### src/rtl/blkcp_pkg.sv
package blkcp_pkg;

    typedef enum logic [2:0] {
        ST_IDLE      = 3'd0,
        ST_READ      = 3'd1,
        ST_WAIT_READ = 3'd2,
        ST_WRITE     = 3'd3,
        ST_DONE      = 3'd4
    } cp_state_t;

endpackage

### src/rtl/blkcp_fsm.sv
module blkcp_fsm
    import blkcp_pkg::*;
(
    input  logic      clk,
    input  logic      rst_n,
    input  logic      start,
    input  logic      eff_zero,
    input  logic      last_byte,
    input  logic      mem_ready,
    input  logic      mem_rvalid,
    output cp_state_t state,
    output logic      load,
    output logic      step,
    output logic      capture
);

    cp_state_t nxt;

    // state register
    always_ff @(posedge clk or negedge rst_n) begin
        if (!rst_n) begin
            state <= ST_IDLE;
        end else begin
            state <= nxt;
        end
    end

    // next-state decision
    always_comb begin
        nxt = state;
        unique case (state)
            ST_IDLE: begin
                if (start) begin
                    nxt = eff_zero ? ST_DONE : ST_READ;
                end
            end
            ST_READ: begin
                if (mem_ready) begin
                    nxt = ST_WAIT_READ;
                end
            end
            ST_WAIT_READ: begin
                if (mem_rvalid) begin
                    nxt = ST_WRITE;
                end
            end
            ST_WRITE: begin
                if (mem_ready) begin
                    nxt = last_byte ? ST_DONE : ST_READ;
                end
            end
            ST_DONE: nxt = ST_IDLE;
            default: nxt = ST_IDLE;
        endcase
    end

    // datapath controls
    always_comb begin
        load    = 1'b0;
        step    = 1'b0;
        capture = 1'b0;
        unique case (state)
            ST_IDLE:      load    = start;
            ST_READ:      ;
            ST_WAIT_READ: capture = mem_rvalid;
            ST_WRITE:     step    = mem_ready;
            ST_DONE:      ;
            default:      ;
        endcase
    end

endmodule

### src/rtl/blkcp_regs.sv
module blkcp_regs #(
    parameter int AW  = 32,
    parameter int CW  = 16,
    parameter int BCW = 8,
    parameter int DW  = 8
) (
    input  logic          clk,
    input  logic          rst_n,
    input  logic          word_mode,
    input  logic [AW-1:0] src_in,
    input  logic [AW-1:0] dst_in,
    input  logic [CW-1:0] cnt_in,
    input  logic          load,
    input  logic          step,
    input  logic          capture,
    input  logic [DW-1:0] mem_rdata,
    output logic          eff_zero,
    output logic          last_byte,
    output logic [AW-1:0] src_q,
    output logic [AW-1:0] dst_q,
    output logic [CW-1:0] cnt_q,
    output logic [DW-1:0] data_q
);

    localparam int PAD = CW - BCW;

    logic [CW-1:0] narrow_cnt;
    logic [CW-1:0] eff_cnt;

    generate
        if (PAD > 0) begin : g_pad
            assign narrow_cnt = {{PAD{1'b0}}, cnt_in[BCW-1:0]};
        end else begin : g_nopad
            assign narrow_cnt = cnt_in;
        end
    endgenerate

    assign eff_cnt   = word_mode ? cnt_in : narrow_cnt;
    assign eff_zero  = (eff_cnt == '0);
    assign last_byte = (cnt_q == CW'(1));

    always_ff @(posedge clk or negedge rst_n) begin
        if (!rst_n) begin
            src_q <= '0;
            dst_q <= '0;
            cnt_q <= '0;
        end else if (load) begin
            src_q <= src_in;
            dst_q <= dst_in;
            cnt_q <= eff_cnt;
        end else if (step) begin
            src_q <= src_q + AW'(1);
            dst_q <= dst_q + AW'(1);
            cnt_q <= cnt_q - CW'(1);
        end
    end

    always_ff @(posedge clk or negedge rst_n) begin
        if (!rst_n) begin
            data_q <= '0;
        end else if (capture) begin
            data_q <= mem_rdata;
        end
    end

endmodule

### src/rtl/blk_copier.sv
module blk_copier
    import blkcp_pkg::*;
#(
    parameter int AW  = 32,
    parameter int CW  = 16,
    parameter int BCW = 8,
    parameter int DW  = 8
) (
    input  logic          clk,
    input  logic          rst_n,
    input  logic          start,
    input  logic          word_mode,
    input  logic [AW-1:0] src_in,
    input  logic [AW-1:0] dst_in,
    input  logic [CW-1:0] cnt_in,
    output logic          busy,
    output logic          done,
    output logic [AW-1:0] src_out,
    output logic [AW-1:0] dst_out,
    output logic [CW-1:0] cnt_out,
    output logic [AW-1:0] mem_addr,
    output logic          mem_rd,
    output logic          mem_wr,
    output logic [DW-1:0] mem_wdata,
    input  logic [DW-1:0] mem_rdata,
    input  logic          mem_rvalid,
    input  logic          mem_ready
);

    cp_state_t     state;
    logic          load;
    logic          step;
    logic          capture;
    logic          eff_zero;
    logic          last_byte;
    logic [AW-1:0] src_q;
    logic [AW-1:0] dst_q;
    logic [CW-1:0] cnt_q;
    logic [DW-1:0] data_q;

    blkcp_fsm u_fsm (
        .clk        (clk),
        .rst_n      (rst_n),
        .start      (start),
        .eff_zero   (eff_zero),
        .last_byte  (last_byte),
        .mem_ready  (mem_ready),
        .mem_rvalid (mem_rvalid),
        .state      (state),
        .load       (load),
        .step       (step),
        .capture    (capture)
    );

    blkcp_regs #(.AW(AW), .CW(CW), .BCW(BCW), .DW(DW)) u_regs (
        .clk       (clk),
        .rst_n     (rst_n),
        .word_mode (word_mode),
        .src_in    (src_in),
        .dst_in    (dst_in),
        .cnt_in    (cnt_in),
        .load      (load),
        .step      (step),
        .capture   (capture),
        .mem_rdata (mem_rdata),
        .eff_zero  (eff_zero),
        .last_byte (last_byte),
        .src_q     (src_q),
        .dst_q     (dst_q),
        .cnt_q     (cnt_q),
        .data_q    (data_q)
    );

    always_comb begin
        busy   = 1'b1;
        done   = 1'b0;
        mem_rd = 1'b0;
        mem_wr = 1'b0;
        unique case (state)
            ST_IDLE:      busy   = 1'b0;
            ST_READ:      mem_rd = 1'b1;
            ST_WAIT_READ: ;
            ST_WRITE:     mem_wr = 1'b1;
            ST_DONE:      done   = 1'b1;
            default:      busy   = 1'b0;
        endcase
    end

    assign mem_addr  = mem_wr ? dst_q : src_q;
    assign mem_wdata = data_q;
    assign src_out   = src_q;
    assign dst_out   = dst_q;
    assign cnt_out   = cnt_q;

endmodule

### config.mk
export PLATFORM = sky130hd
export DESIGN_NAME = blk_copier
export DESIGN_NICKNAME = d
export VERILOG_FILES = /design/src/rtl/blkcp_pkg.sv /design/src/rtl/blkcp_fsm.sv /design/src/rtl/blkcp_regs.sv /design/src/rtl/blk_copier.sv
export SDC_FILE = /design/constraint.sdc
export NUM_CORES = 1
export LEC_CHECK = 0
export BUFFER_PORTS_ARGS = -buffer_cell sky130_fd_sc_hd__buf_2
export CORE_UTILIZATION = 45
export DETAILED_ROUTE_END_ITERATION = 10
export HOLD_SLACK_MARGIN = 0.05
export PLACE_DENSITY = 0.81
export SLEW_MARGIN = 20
export SYNTH_ARGS = -nofsm -noshare
export SYNTH_HDL_FRONTEND = slang
export SYNTH_SLANG_ARGS = --single-unit
### constraint.sdc
create_clock -name clk -period 2.3 [get_ports clk]
set_input_delay 0.345 -clock clk [delete_from_list [all_inputs] [get_ports clk]]
set_output_delay 0.345 -clock clk [all_outputs]
set_load 0.01 [all_outputs]
## Word level (Yosys, flattened, before mapping)

Index checks and enable logic that the tools add are counted.

- Reduce and logical (&&, ||, !) cells: 5
- Add/sub/neg operators: 3
- Eq/ne operators: 9
- Muxes and demuxes: 22

Operators with widths:

| kind | count |
|---|---|
| two-way mux 32 bit | 5 |
| adder 32 x 1 -> 32 bit, second input constant | 2 |
| two-way mux 16 bit | 3 |
| two-way mux 3 bit | 6 |
| == test 16 x 1 -> 1 bit, second input constant | 1 |
| logical NOT 16 bit | 1 |
| subtractor 16 x 1 -> 16 bit, second input constant | 1 |
| one-hot mux 3 bit (4 select lines) | 1 |
| inequality test 2 bit, second input constant | 4 |
| two-way mux 1 bit | 7 |
| == test 3 x 2 -> 1 bit, second input constant | 2 |
| AND reduction 4 bit | 1 |
| OR reduction 4 bit | 1 |
| == test 3 x 1 -> 1 bit, second input constant | 1 |
| == test 3 bit, second input constant | 1 |
| logical NOT 3 bit | 1 |
| nonzero test 2 bit | 1 |

- Output and inout bits: 124
- Input bits: 94
- Word-level logic and storage cells: 44
- Flip-flop bits (word level): 91

## Longest topological paths before layout

Gate-level depths: netlist (run 1).

- Depth in word-level cells: 5
- Mapped depth: 8
- Depth with buffers taken out: 7

## Modules after synthesis

Synthesis (run 1) repeated with hierarchy kept, for this count alone.

- Cell total of the unflattened synthesis: 616
- Area total of the unflattened synthesis: 5713.0 um^2

By module, submodules not included:

| module | cells an instance | seq. area each (um^2) | area each (um^2) | times used |
|---|---|---|---|---|
| blkcp_regs | 559 | 2202.1 | 4977.3 | 1 |
| blk_copier | 41 | 0.0 | 553.0 | 1 |
| blkcp_fsm | 16 | 75.1 | 182.7 | 1 |

## Worst setup path before layout (run 1)

OpenSTA, ideal clock, no wires.

- Kind: reg2reg
- Start point: register u_regs.cnt_q[2]
- End point: register u_regs.cnt_q[10]
- Required time: 2169 ps
- Cell stages (with the launch flop): 7
- Period minus slack after synthesis: 2242 ps
- Library setup time: 131 ps
- Buffers on the path: 1
- Arrival: 2111 ps
- Setup slack: 58 ps
- Path through: dfrtp_1 or4_4 or4_1 buf_2 or4_1 nand3_1 o211ai_1

- Longest elaborated chain between the ends: 3

Ends and longest elaborated chain:

| item | RTL line | RTL |
|---|---|---|
| from (decl) | blkcp_regs.sv:21 | `output logic [CW-1:0] cnt_q,` |
| from (signal assigned) | blkcp_regs.sv:50 | `cnt_q <= eff_cnt;` |
| from (signal assigned) | blkcp_regs.sv:54 | `cnt_q <= cnt_q - CW'(1);` |
| subtractor 16 x 1 -> 16 bit | blkcp_regs.sv:54 |  |
| two-way mux 16 bit | blkcp_regs.sv:51 | `end else if (step) begin` |
| two-way mux 16 bit | blkcp_regs.sv:47 | `end else if (load) begin` |

Every way passes these cells. The select of a mux whose other input is x is not followed.
A chain may end at the register's enable or synchronous reset.

## Worst setup path after layout (run 1)

- Start point: register u_fsm.state[0]
- End point: output port mem_addr[14]

- Longest elaborated chain between the ends: 3

Ends and longest elaborated chain:

| item | RTL line | RTL |
|---|---|---|
| from (decl) | blkcp_fsm.sv:11 | `output cp_state_t state,` |
| from (signal assigned) | blkcp_fsm.sv:24 | `state <= nxt;` |
| == test 3 x 2 -> 1 bit | blk_copier.sv:79 | `unique case (state)` |
| two-way mux 1 bit | blk_copier.sv:79 |  |
| two-way mux 32 bit | blk_copier.sv:89 | `assign mem_addr = mem_wr ? dst_q : src_q;` |
| to (decl) | blk_copier.sv:21 | `output logic [AW-1:0] mem_addr,` |

Every way passes these cells.

==> summary.txt, run 1 <==
Outcome
  • Outcome: finished, final reports clean

Floorplan
  • Core Region: between 0.01 and 0.015 mm2
  • Initial Util: 0.470
  • Top-level port count: 218
  • Die Width: 112 um
  • Num rows: 39
  • Die Span Y: roughly 110 um
  • Die area: about 0.013 mm2

Timing
  • Slew margin rel.: 0.657
  • Worst-margin pin slew: between 0.5 and 0.6 ns
  • Period Utilization, post-route: 0.954
  • Slew Limit Fails: 0
  • Setup TNS: 0 ns
  • Setup Skew: 0.00629 ns
  • Max Clk Rate: 456 MHz
  • Final hold violation count: 0
  • Post-layout min period: about 2.2 ns
  • Final setup fails: 0
  • RSZ-0062 raised after global routing: false

Setup path
  • Worst EP arrival: 1.85 ns
  • Reg2Reg Launch Point: u_regs.src_q[6]$_DFFE_PN0P_
  • End point of the critical path: mem_addr[14]
  • Critical Path RT: about 2.0 ns
  • Flop2flop setup slack: 0.15 ns
  • Crit path launch: u_fsm.state[0]$_DFFE_PN0P_
  • Crit Path Max Fanout: 36
  • Crit path kind: flop to output port
  • CP peak stage delay: about 0.42 ns
  • Slowest CP cell: dfrtp_2
  • Worst R2R End: u_regs.src_q[31]$_DFFE_PN0P_
  • Crit path launch type: flop
  • Worst path cell trace: inv_1, or3_1, buf_6, mux2_2, buf_2
  • CP endpoint kind: output port
  • Worst reg-to-reg path cell count: 5

CTS
  • Clk root buf: clkbuf_16
  • H-tree levels: 3
  • Clock sink total: 91
  • Clk pin slew, worst setup/hold paths: 0.06 ns
  • Worst skew pair latency: about 0.34 ns
  • Num CTS Buffers: 9
  • CTS tree: done
  • CTS Buffer Depth: 2

Yosys
  • Yosys cell types: 52
  • #FFs+latches synth: 91
  • Synth async-reset ratio: 1.00
  • Post-Syn Area per Cell: between 8 and 9 um2
  • Seq/Total Area, Yosys: 0.415
  • Top FF cell, synth: dfrtp_1
  • Synth warn: 0
  • EDFF count, synth: 0
  • Post-Syn Nets: 712
  • Cells after Synth: between 600 and 700
  • Cell area after synthesis: 0.00548 mm2

Power
  • Overall Power: slightly below 10 mW
  • Leakage: 3.34 nW
  • PwrDens: 1360 mW/mm2
  • Max VDD drop: around 800 uV

Global route
  • Initial antenna violation count: 0
  • First-pass GRT wire length: between 20 and 30 mm
  • GRT Residual Overflow: 0
  • Largest net degree at the start of global routing: 93
  • Gr usage total: 0.273
  • Number of global-route vias before repair: ~5400

Detailed routing
  • WL/cell: roughly 17 um
  • First DRT Iteration DRCs: 552
  • Via Count: ~5900
  • Final antenna-violating net count: 0
  • Routed wire length: between 15 and 20 mm
  • # DRC: 0
  • Vias/cell: slightly below 6
  • First-pass DRT Iterations: 8

Final layout
  • N_diodes: 0
  • Fin nets: around 950
  • FILL cells: 998
  • P&R area growth vs syn: 32.6%
  • Post-Route Utilization: 0.624
  • Layout cells sized above 1: 0.368

Placement
  • Port bufs: around 220
  • RD Place Congestion: 0.867
  • DPL Wire Length: between 10 and 15 mm

Job
  • Maxcap violations: 0

Min path
  • Hold Crit Class: input port to flop
[layout by cell type (no fill, tap or decap), types with 11 or more instances in the layout]
| cell | netlist | routed |
|---|---|---|
| o311ai_0 | 19 | 19 |
| nand4_1 | 21 | 21 |
| a21oi_1 | 11 | 11 |
| a22oi_1 | 11 | 11 |
| buf_2 | 3 | 216 |
| mux2_2 | 33 | 33 |
| dfrtp_1 | 91 | 89 |
| nor2_1 | 30 | 30 |
| inv_1 | 11 | 11 |
| nand2_1 | 107 | 107 |
| nand3_1 | 47 | 47 |
| xor2_1 | 12 | 12 |
| xnor2_1 | 12 | 12 |
| o21ai_0 | 35 | 35 |
| nor4_1 | 15 | 15 |
| buf_4 | 0 | 35 |
| o211ai_1 | 26 | 26 |
[critical path: cells and delay by family (launching register included)]
kind          cells  cell delay [ns]
simple gates      1             0.32
mux               1             0.31
buf+inv           3             0.44
flops             1             0.42
[flip-flops by register name (all words and copies together) (netlist names)]
name,cells
u_fsm.state,3
u_regs.cnt_q,16
u_regs.data_q,8
u_regs.dst_q,32
u_regs.src_q,32
[synth_stat cells, drive strengths merged (15+ instances only)]
cell type / instances / area [um2]
nand3: 47 / 235
nor4: 15 / 93.8
nor2: 30 / 113
nand2: 107 / 402
clkbuf: 25 / 93.8
nand4: 21 / 131
o311ai: 19 / 166
o21ai: 35 / 175
o211ai: 26 / 195
dfrtp: 91 / 2280
mux2: 33 / 372
[area by class of cell]
type	count	area [um2]	share of cell area
well taps	143	179	0.0246
flip-flops and latches	91	2280	0.313
clock inverters	4	76.3	0.0105
clock buffers	10	239	0.0329
multi-input cells	480	3050	0.420
inverters	11	41.3	0.00568
repair buffers	255	1410	0.193
[per-stage QoR]
step           area, um2  instances  setup slack [ns]  hold WS [ns]
5_1_grt             7270        994            0.0150         0.208
3_5_place_dp        6920        977            0.0775         0.296
6_report            7270        994             0.105         0.209
3_3_place_gp        6920        977             0.106         0.297
4_1_cts             7260        993            0.0451         0.199
2_1_floorplan       5480        614            0.0579        0.0494
[repair_timing]
item	CTS	global route
hold endpoints to repair	26	0
resized for setup	2	2
setup buffers	1	1
cloned	0	0
setup endpoints to repair	33	32
pin swaps	0	1
hold buffers	1	0
[kinds of logic after synthesis]
| group | share of synthesized area |
|---|---|
| simple gates | 0.256 |
| compound gates | 0.179 |
| flops | 0.415 |
| buf+inv | 0.0301 |
| mux | 0.0714 |
| xor+xnor | 0.0383 |
| fa+ha+maj | 0.00913 |
[worst min path at each step]
stage              start  cells past startpoint                            to
2_1_floorplan      rst_n                      0    u_fsm.state[0]$_DFFE_PN0P_
3_3_place_gp       rst_n                      1  u_regs.dst_q[22]$_DFFE_PN0P_
3_5_place_dp       rst_n                      1  u_regs.dst_q[22]$_DFFE_PN0P_
4_1_cts        src_in[4]                      3   u_regs.src_q[4]$_DFFE_PN0P_
5_1_grt        src_in[4]                      3   u_regs.src_q[4]$_DFFE_PN0P_
6_report       dst_in[4]                      3   u_regs.dst_q[4]$_DFFE_PN0P_
[power breakdown]
group	switching [mW]	internal (mW)	leakage [nW]	total (mW)
logic	2.70	2.31	2.06	5.02
registers	0.964	2.36	1.12	3.32
clock network	0.599	0.971	0.151	1.57
[metal layers]
| metal | wire (um) | GRT usage |
|---|---|---|
| met5 | 0 | 0 |
| met4 | 330 | 0.0942 |
| met3 | 1140 | 0.0448 |
| met2 | 8140 | 0.455 |
| met1 | 7260 | 0.361 |
(Power assumes the default switching activity.)
==> run 2, diff against run 1 <==
ABC_CLOCK_PERIOD_IN_PS = 2300   (was default)
CELL_PAD_IN_SITES_DETAIL_PLACEMENT = 0   (was default)
CELL_PAD_IN_SITES_GLOBAL_PLACEMENT = 1   (was default)
CORE_UTILIZATION = 32   (was 45)
PLACE_DENSITY = 0.8   (was 0.81)
==> run 2 against run 1 <==
Count of clock-buffer cells in the layout increased by 2. Fmax is 2.0% lower. Clock power decreased by 11%. Setup slack worse by 0.045 ns. Non-clock buffer count is 15 higher. Global-route usage fell by 3.9 points. Cell count grew 9.7%. Total power rose by 3.0%. Sequential share of layout area shrank 0.89 points. Clock skew rose by 0.0023 ns. Largest cell class unchanged. Largest power group unchanged. Highest routed layer unchanged.
==> summary.txt, run 2 (synthesis gave the netlist of run 1 again) <==
Outcome
  • Outcome: finished, final reports clean

Final layout
  • P&R area growth vs syn: 36.5%
  • FILL cells: 1640
  • Commonest non-fill, non-tap cell in the layout: buf_2
  • Largest regs: u_regs.dst_q (32), u_regs.src_q (32), u_regs.cnt_q (16)
  • Post-Route Utilization: 0.450
  • Final cell count without fillers: 1090
  • Most frequent cells in the layout: buf_2, nand2_1, dfrtp_1
  • Layout cells sized above 1: 0.379
  • Fin nets: roughly 960

Power
  • PwrDens: roughly 1400 mW/mm2
  • Sequential power share: 0.323
  • Max VDD drop: between 600 and 700 uV
  • Pint: 5.61 mW
  • Clock power share: 0.138
  • P_sw: approximately 4.6 mW
  • Leakage: 3.39 nW
  • Sw frac: 0.450
  • Combinational power share: 0.539
  • Overall Power: slightly above 10 mW

CTS
  • CTS tree: done
  • Clk pin slew, worst setup/hold paths: 0.07 ns
  • Clk root buf: clkbuf_16
  • Clock sink total: just over 90
  • Worst skew pair latency: around 0.35 ns
  • Num CTS Buffers: 9
  • CTS Buffer Depth: 2
  • H-tree levels: 3

Detailed routing
  • WL/cell: 18.8 um
  • Via Count: a little under 6000
  • First DRT Iteration DRCs: between 300 and 400
  • Met3 wire length: between 1 and 1.5 mm
  • # DRC: 0
  • Routed wire length: 20.5 mm
  • First-pass DRT Iterations: 5
  • Met2 WL post-DR: approximately 9.2 mm
  • Final antenna-violating net count: 0
  • Met1 wire length: around 9.6 mm
  • Top layer in use: met4
  • Vias/cell: between 5 and 6

Placement
  • Port bufs: roughly 220
  • RD Place Congestion: 0.874
  • DPL Wire Length: 15.0 mm
  • Placed cells: about 1100

Floorplan
  • Num rows: 47
  • Initial Util: 0.329
  • Die area: about 0.018 mm2
  • Top-level port count: 218
  • Die Span Y: ~130 um
  • Die Width: 133 um
  • Core Region: 0.0166 mm2

Setup path
  • Crit path launch: u_fsm.state[2]$_DFFE_PN0P_
  • CP peak stage delay: between 0.3 and 0.4 ns
  • Critical Path RT: 1.96 ns
  • Flop2flop setup slack: roughly 0.11 ns
  • CP delay by family, top: buffers and inverters
  • Crit path buf inv count: 3
  • CP endpoint kind: output port
  • Worst EP arrival: 1.89 ns
  • Worst path cell trace: buf_6, or3_4, buf_12, mux2_2, buf_2
  • Crit path kind: flop to output port
  • Slowest CP cell: or3_4
  • Reg2Reg Launch Point: u_regs.cnt_q[2]$_DFFE_PN0P_
  • Crit Path Max Fanout: 18
  • Crit path launch type: flop

Global route
  • Largest net degree at the start of global routing: 93
  • First-pass GRT wire length: about 32 mm
  • GRT Residual Overflow: 0
  • Gr usage total: 0.234
  • Number of global-route vias before repair: around 5800
  • Initial antenna violation count: 2

Timing
  • RSZ-0062 raised after global routing: false
  • Period Utilization, post-route: 0.974
  • Slew Limit Fails: 0
  • Max Clk Rate: 446 MHz
  • Final setup fails: 0
  • Slew margin rel.: 0.655
  • Worst-margin pin slew: around 0.51 ns
  • Post-layout min period: 2.24 ns
  • Final hold violation count: 0
  • Setup TNS: 0 ns
  • Setup Skew: ~0.0086 ns
  • Worst hold slack: roughly 0.20 ns

Job
  • Maxcap violations: 0

Min path
  • Min-Delay Startpoint: dst_in[8]
  • Hold Crit Class: input port to flop
-- run 2: cell types whose count changed in the layout (fill, tap and decap cells not counted), moves of 2 or more --
cell       previous run  this run
buf_4                35        48
bufinv_16             2         0
clkbuf_1              0         2
clkinv_2              0         2
diode_2               0         2
-- run 2: routing by layer --
metal  GRT usage  up-vias
li1            -     2830
met1       0.334     2875
met2       0.362      245
met3      0.0433       14
met4      0.0562        0
met5           0        -
-- run 2: timing repair --
action / CTS / global route
buffers inserted: 2 / 0
gates resized for setup: 4 / 3
setup endpoints to repair: 33 / 14
pin swaps: 1 / 0
hold buffers: 1 / 0
endpoints found under the hold margin: 26 / 0
gates cloned: 1 / 0
-- run 2: power by group through the flow --
stage          clock network, mW  logic (mW)  registers [mW]
2_1_floorplan                  0        2.54            3.54
3_3_place_gp                   0        5.28            3.33
3_5_place_dp                   0        5.33            3.34
4_1_cts                     1.44        5.51            3.29
5_1_grt                     1.50        6.00            3.43
6_report                    1.40        5.50            3.30
-- run 2: cell type report --
type	count	area, um2	area share
antenna	2	5.00	0.000669
clock buffer	12	246	0.0329
clock inverter	4	26.3	0.00351
inverter	11	45.0	0.00602
multi-input combinational	480	3060	0.408
sequential	91	2280	0.305
tap	220	275	0.0368
timing repair buffer	270	1550	0.207
-- run 2: worst paths after layout --
check,endpoint,cells after the start
setup / recovery,mem_addr[6],5
hold / removal,u_regs.dst_q[8]$_DFFE_PN0P_,3
setup reg to reg,u_regs.cnt_q[10]$_DFFE_PN0P_,5
hold reg to reg,u_regs.data_q[1]$_DFFE_PN0P_,1
max in group asynchronous,u_regs.src_q[26]$_DFFE_PN0P_,3
min in group asynchronous,u_regs.cnt_q[11]$_DFFE_PN0P_,2
-- run 2: worst register-to-register path, delay by kind of cell (launching register included) --
family / cells / cell delay (ns)
simple gates: 4 / 1.60
flops: 1 / 0.38
compound gates: 1 / 0.08
-- run 2: stage by stage --
step | instance area (um2) | setup slack (ns)
2_1_floorplan | 5480 | 0.0579
3_3_place_gp | 7140 | 0.148
3_5_place_dp | 7140 | 0.134
4_1_cts | 7470 | 0.0291
5_1_grt | 7480 | 0.0144
6_report | 7480 | 0.0600
==> run 3, diff against run 2 <==
RECOVER_POWER = 25   (was default)
==> run 3 against run 2 <==
Total power about the same. Sequential cell count did not move. Core utilization shrank 0.11 points. Sequential share of layout area grew 0.077 points. Register-to-register slack about the same. Cell count unchanged. Combinational power barely moved. Setup slack better by 0.0015 ns. Clock skew hardly changed. Critical endpoint unchanged. Largest cell class unchanged. Highest routed layer unchanged.
==> summary.txt, run 3 (synthesis gave the netlist of run 1 again) <==
Final layout
  • Commonest non-fill, non-tap cell in the layout: buf_2
  • P&R area growth vs syn: 36.1%
  • Most frequent cells in the layout: buf_2, nand2_1, dfrtp_1
  • FILL cells: about 1600
  • Fin nets: around 960
  • Layout cells sized above 1: 0.378
  • Largest regs: u_regs.dst_q (32), u_regs.src_q (32), u_regs.cnt_q (16)

Detailed routing
  • Via Count: about 6000
  • Vias/cell: roughly 5.5
  • Routed wire length: around 21 mm
  • Final antenna-violating net count: 0
  • First DRT Iteration DRCs: 418
  • WL/cell: roughly 19 um
  • First-pass DRT Iterations: 5
  • # DRC: 0

Setup path
  • Critical Path RT: 1.96 ns
  • Worst R2R End: u_regs.cnt_q[10]$_DFFE_PN0P_
  • Flop2flop setup slack: between 0.1 and 0.15 ns
  • Crit path launch type: flop
  • Worst EP arrival: between 1.5 and 2 ns
  • Reg2Reg Launch Point: u_regs.cnt_q[2]$_DFFE_PN0P_
  • Worst reg-to-reg path cell count: 5
  • Crit Path Max Fanout: 18
  • CP endpoint kind: output port
  • Crit path kind: flop to output port

Min path
  • Hold path endpoint: u_regs.dst_q[8]$_DFFE_PN0P_
  • Hold Crit Depth: 3
  • Hold Crit Class: input port to flop
  • Min-Delay Startpoint: dst_in[8]

CTS
  • H-tree levels: 3
  • Clock sink total: slightly above 90
  • Clk pin slew, worst setup/hold paths: around 0.070 ns
  • Clk root buf: clkbuf_16
  • CTS tree: done
  • Worst skew pair latency: approximately 0.34 ns
  • Num CTS Buffers: 9
  • CTS Buffer Depth: 2

Global route
  • Number of global-route vias before repair: around 5800
  • GRT Residual Overflow: 0
  • First-pass GRT wire length: 32.1 mm
  • Largest net degree at the start of global routing: just over 90
  • Initial antenna violation count: 2
  • Gr usage total: 0.234

Timing
  • Setup Skew: ~0.0081 ns
  • Period Utilization, post-route: 0.973
  • Setup TNS: 0 ns
  • Worst-margin pin slew: approximately 0.78 ns
  • Final setup fails: 0
  • Final hold violation count: 0
  • Slew margin rel.: 0.482
  • Max Clk Rate: 447 MHz
  • RSZ-0062 raised after global routing: false
  • Worst setup margin: roughly 0.062 ns
  • Slew Limit Fails: 0
  • Post-layout min period: ~2.2 ns

Job
  • Maxcap violations: 0

Placement
  • RD Place Congestion: roughly 0.87
  • Port bufs: approximately 220
  • Pre-CTS WS: approximately 0.13 ns
  • DPL Wire Length: between 15 and 20 mm

Floorplan
  • Core Region: around 0.017 mm2
  • Num rows: 47
  • Die area: 0.0177 mm2
  • Top-level port count: 218
  • Initial Util: 0.329
  • Die Span Y: 133 um
  • Die Width: between 100 and 150 um

Power
  • Leakage: ~3.4 nW
  • PwrDens: between 1000 and 1500 mW/mm2
  • Max VDD drop: around 670 uV

Outcome
  • Outcome: finished, final reports clean
run 3: cell types whose count changed in the layout (fill, tap and decap cells not counted):
| cell | before | now |
|---|---|---|
| buf_2 | 216 | 215 |
| clkbuf_1 | 2 | 3 |
| buf_12 | 3 | 2 |
| clkbuf_2 | 0 | 2 |
| clkbuf_4 | 0 | 1 |
| buf_4 | 48 | 46 |
run 3: what timing repair did:
action,CTS,global route
resized for setup,4,3
setup buffers,2,0
hold endpoints to repair,26,0
endpoints found under the setup margin,33,14
gates cloned,1,0
hold buffers,1,0
pin swaps,1,0
run 3: layout make-up:
cell class	count	area [um2]	share of cell area
diodes	2	5.00	0.000670
repair buffers	270	1530	0.205
clock inverters	4	26.3	0.00352
inverters	11	45.0	0.00603
well taps	220	275	0.0369
clock buffers	12	246	0.0330
flip-flops and latches	91	2280	0.305
multi-input cells	480	3060	0.409
run 3: worst max-delay path, cell delays in order (launching register included):
cell and delay [ns]:
dfrtp_1 0.38, buf_6 0.14, or3_4 0.39, buf_12 0.18, mux2_2 0.29, buf_2 0.15
run 3: how the worst max path moves through the flow:
stage / startpoint / endpoint
3_5_place_dp: u_regs.cnt_q[2]$_DFFE_PN0P_ / u_regs.cnt_q[10]$_DFFE_PN0P_
4_1_cts: u_fsm.state[2]$_DFFE_PN0P_ / mem_addr[6]
2_1_floorplan: u_regs.cnt_q[2]$_DFFE_PN0P_ / u_regs.cnt_q[10]$_DFFE_PN0P_
5_1_grt: u_fsm.state[2]$_DFFE_PN0P_ / mem_addr[6]
6_report: u_fsm.state[2]$_DFFE_PN0P_ / mem_addr[6]
3_3_place_gp: u_regs.cnt_q[2]$_DFFE_PN0P_ / u_regs.cnt_q[10]$_DFFE_PN0P_
run 3: routing by layer:
| layer | GRT usage | wire length (um) |
|---|---|---|
| met4 | 0.0562 | 181 |
| met1 | 0.334 | 9390 |
| met3 | 0.0433 | 1640 |
| met2 | 0.362 | 9300 |
| met5 | 0 | 0 |
run 3: where the power goes:
group | internal (mW) | switching (mW)
Combinational | 2.48 | 3.01
Clock | 0.762 | 0.638
Sequential | 2.35 | 0.944
run 3: stage by stage:
stage	util	hold slack [ns]	area (um2)	power (mW)	instances
global route	0.448	0.205	7460	10.9	1089
detailed placement	0.429	0.313	7140	8.67	1068
global placement	0.429	0.302	7140	8.61	1068
finish	0.449	0.203	7460	10.2	1090
floorplan	-	0.0494	5480	6.09	614
CTS	0.449	0.190	7470	10.2	1088
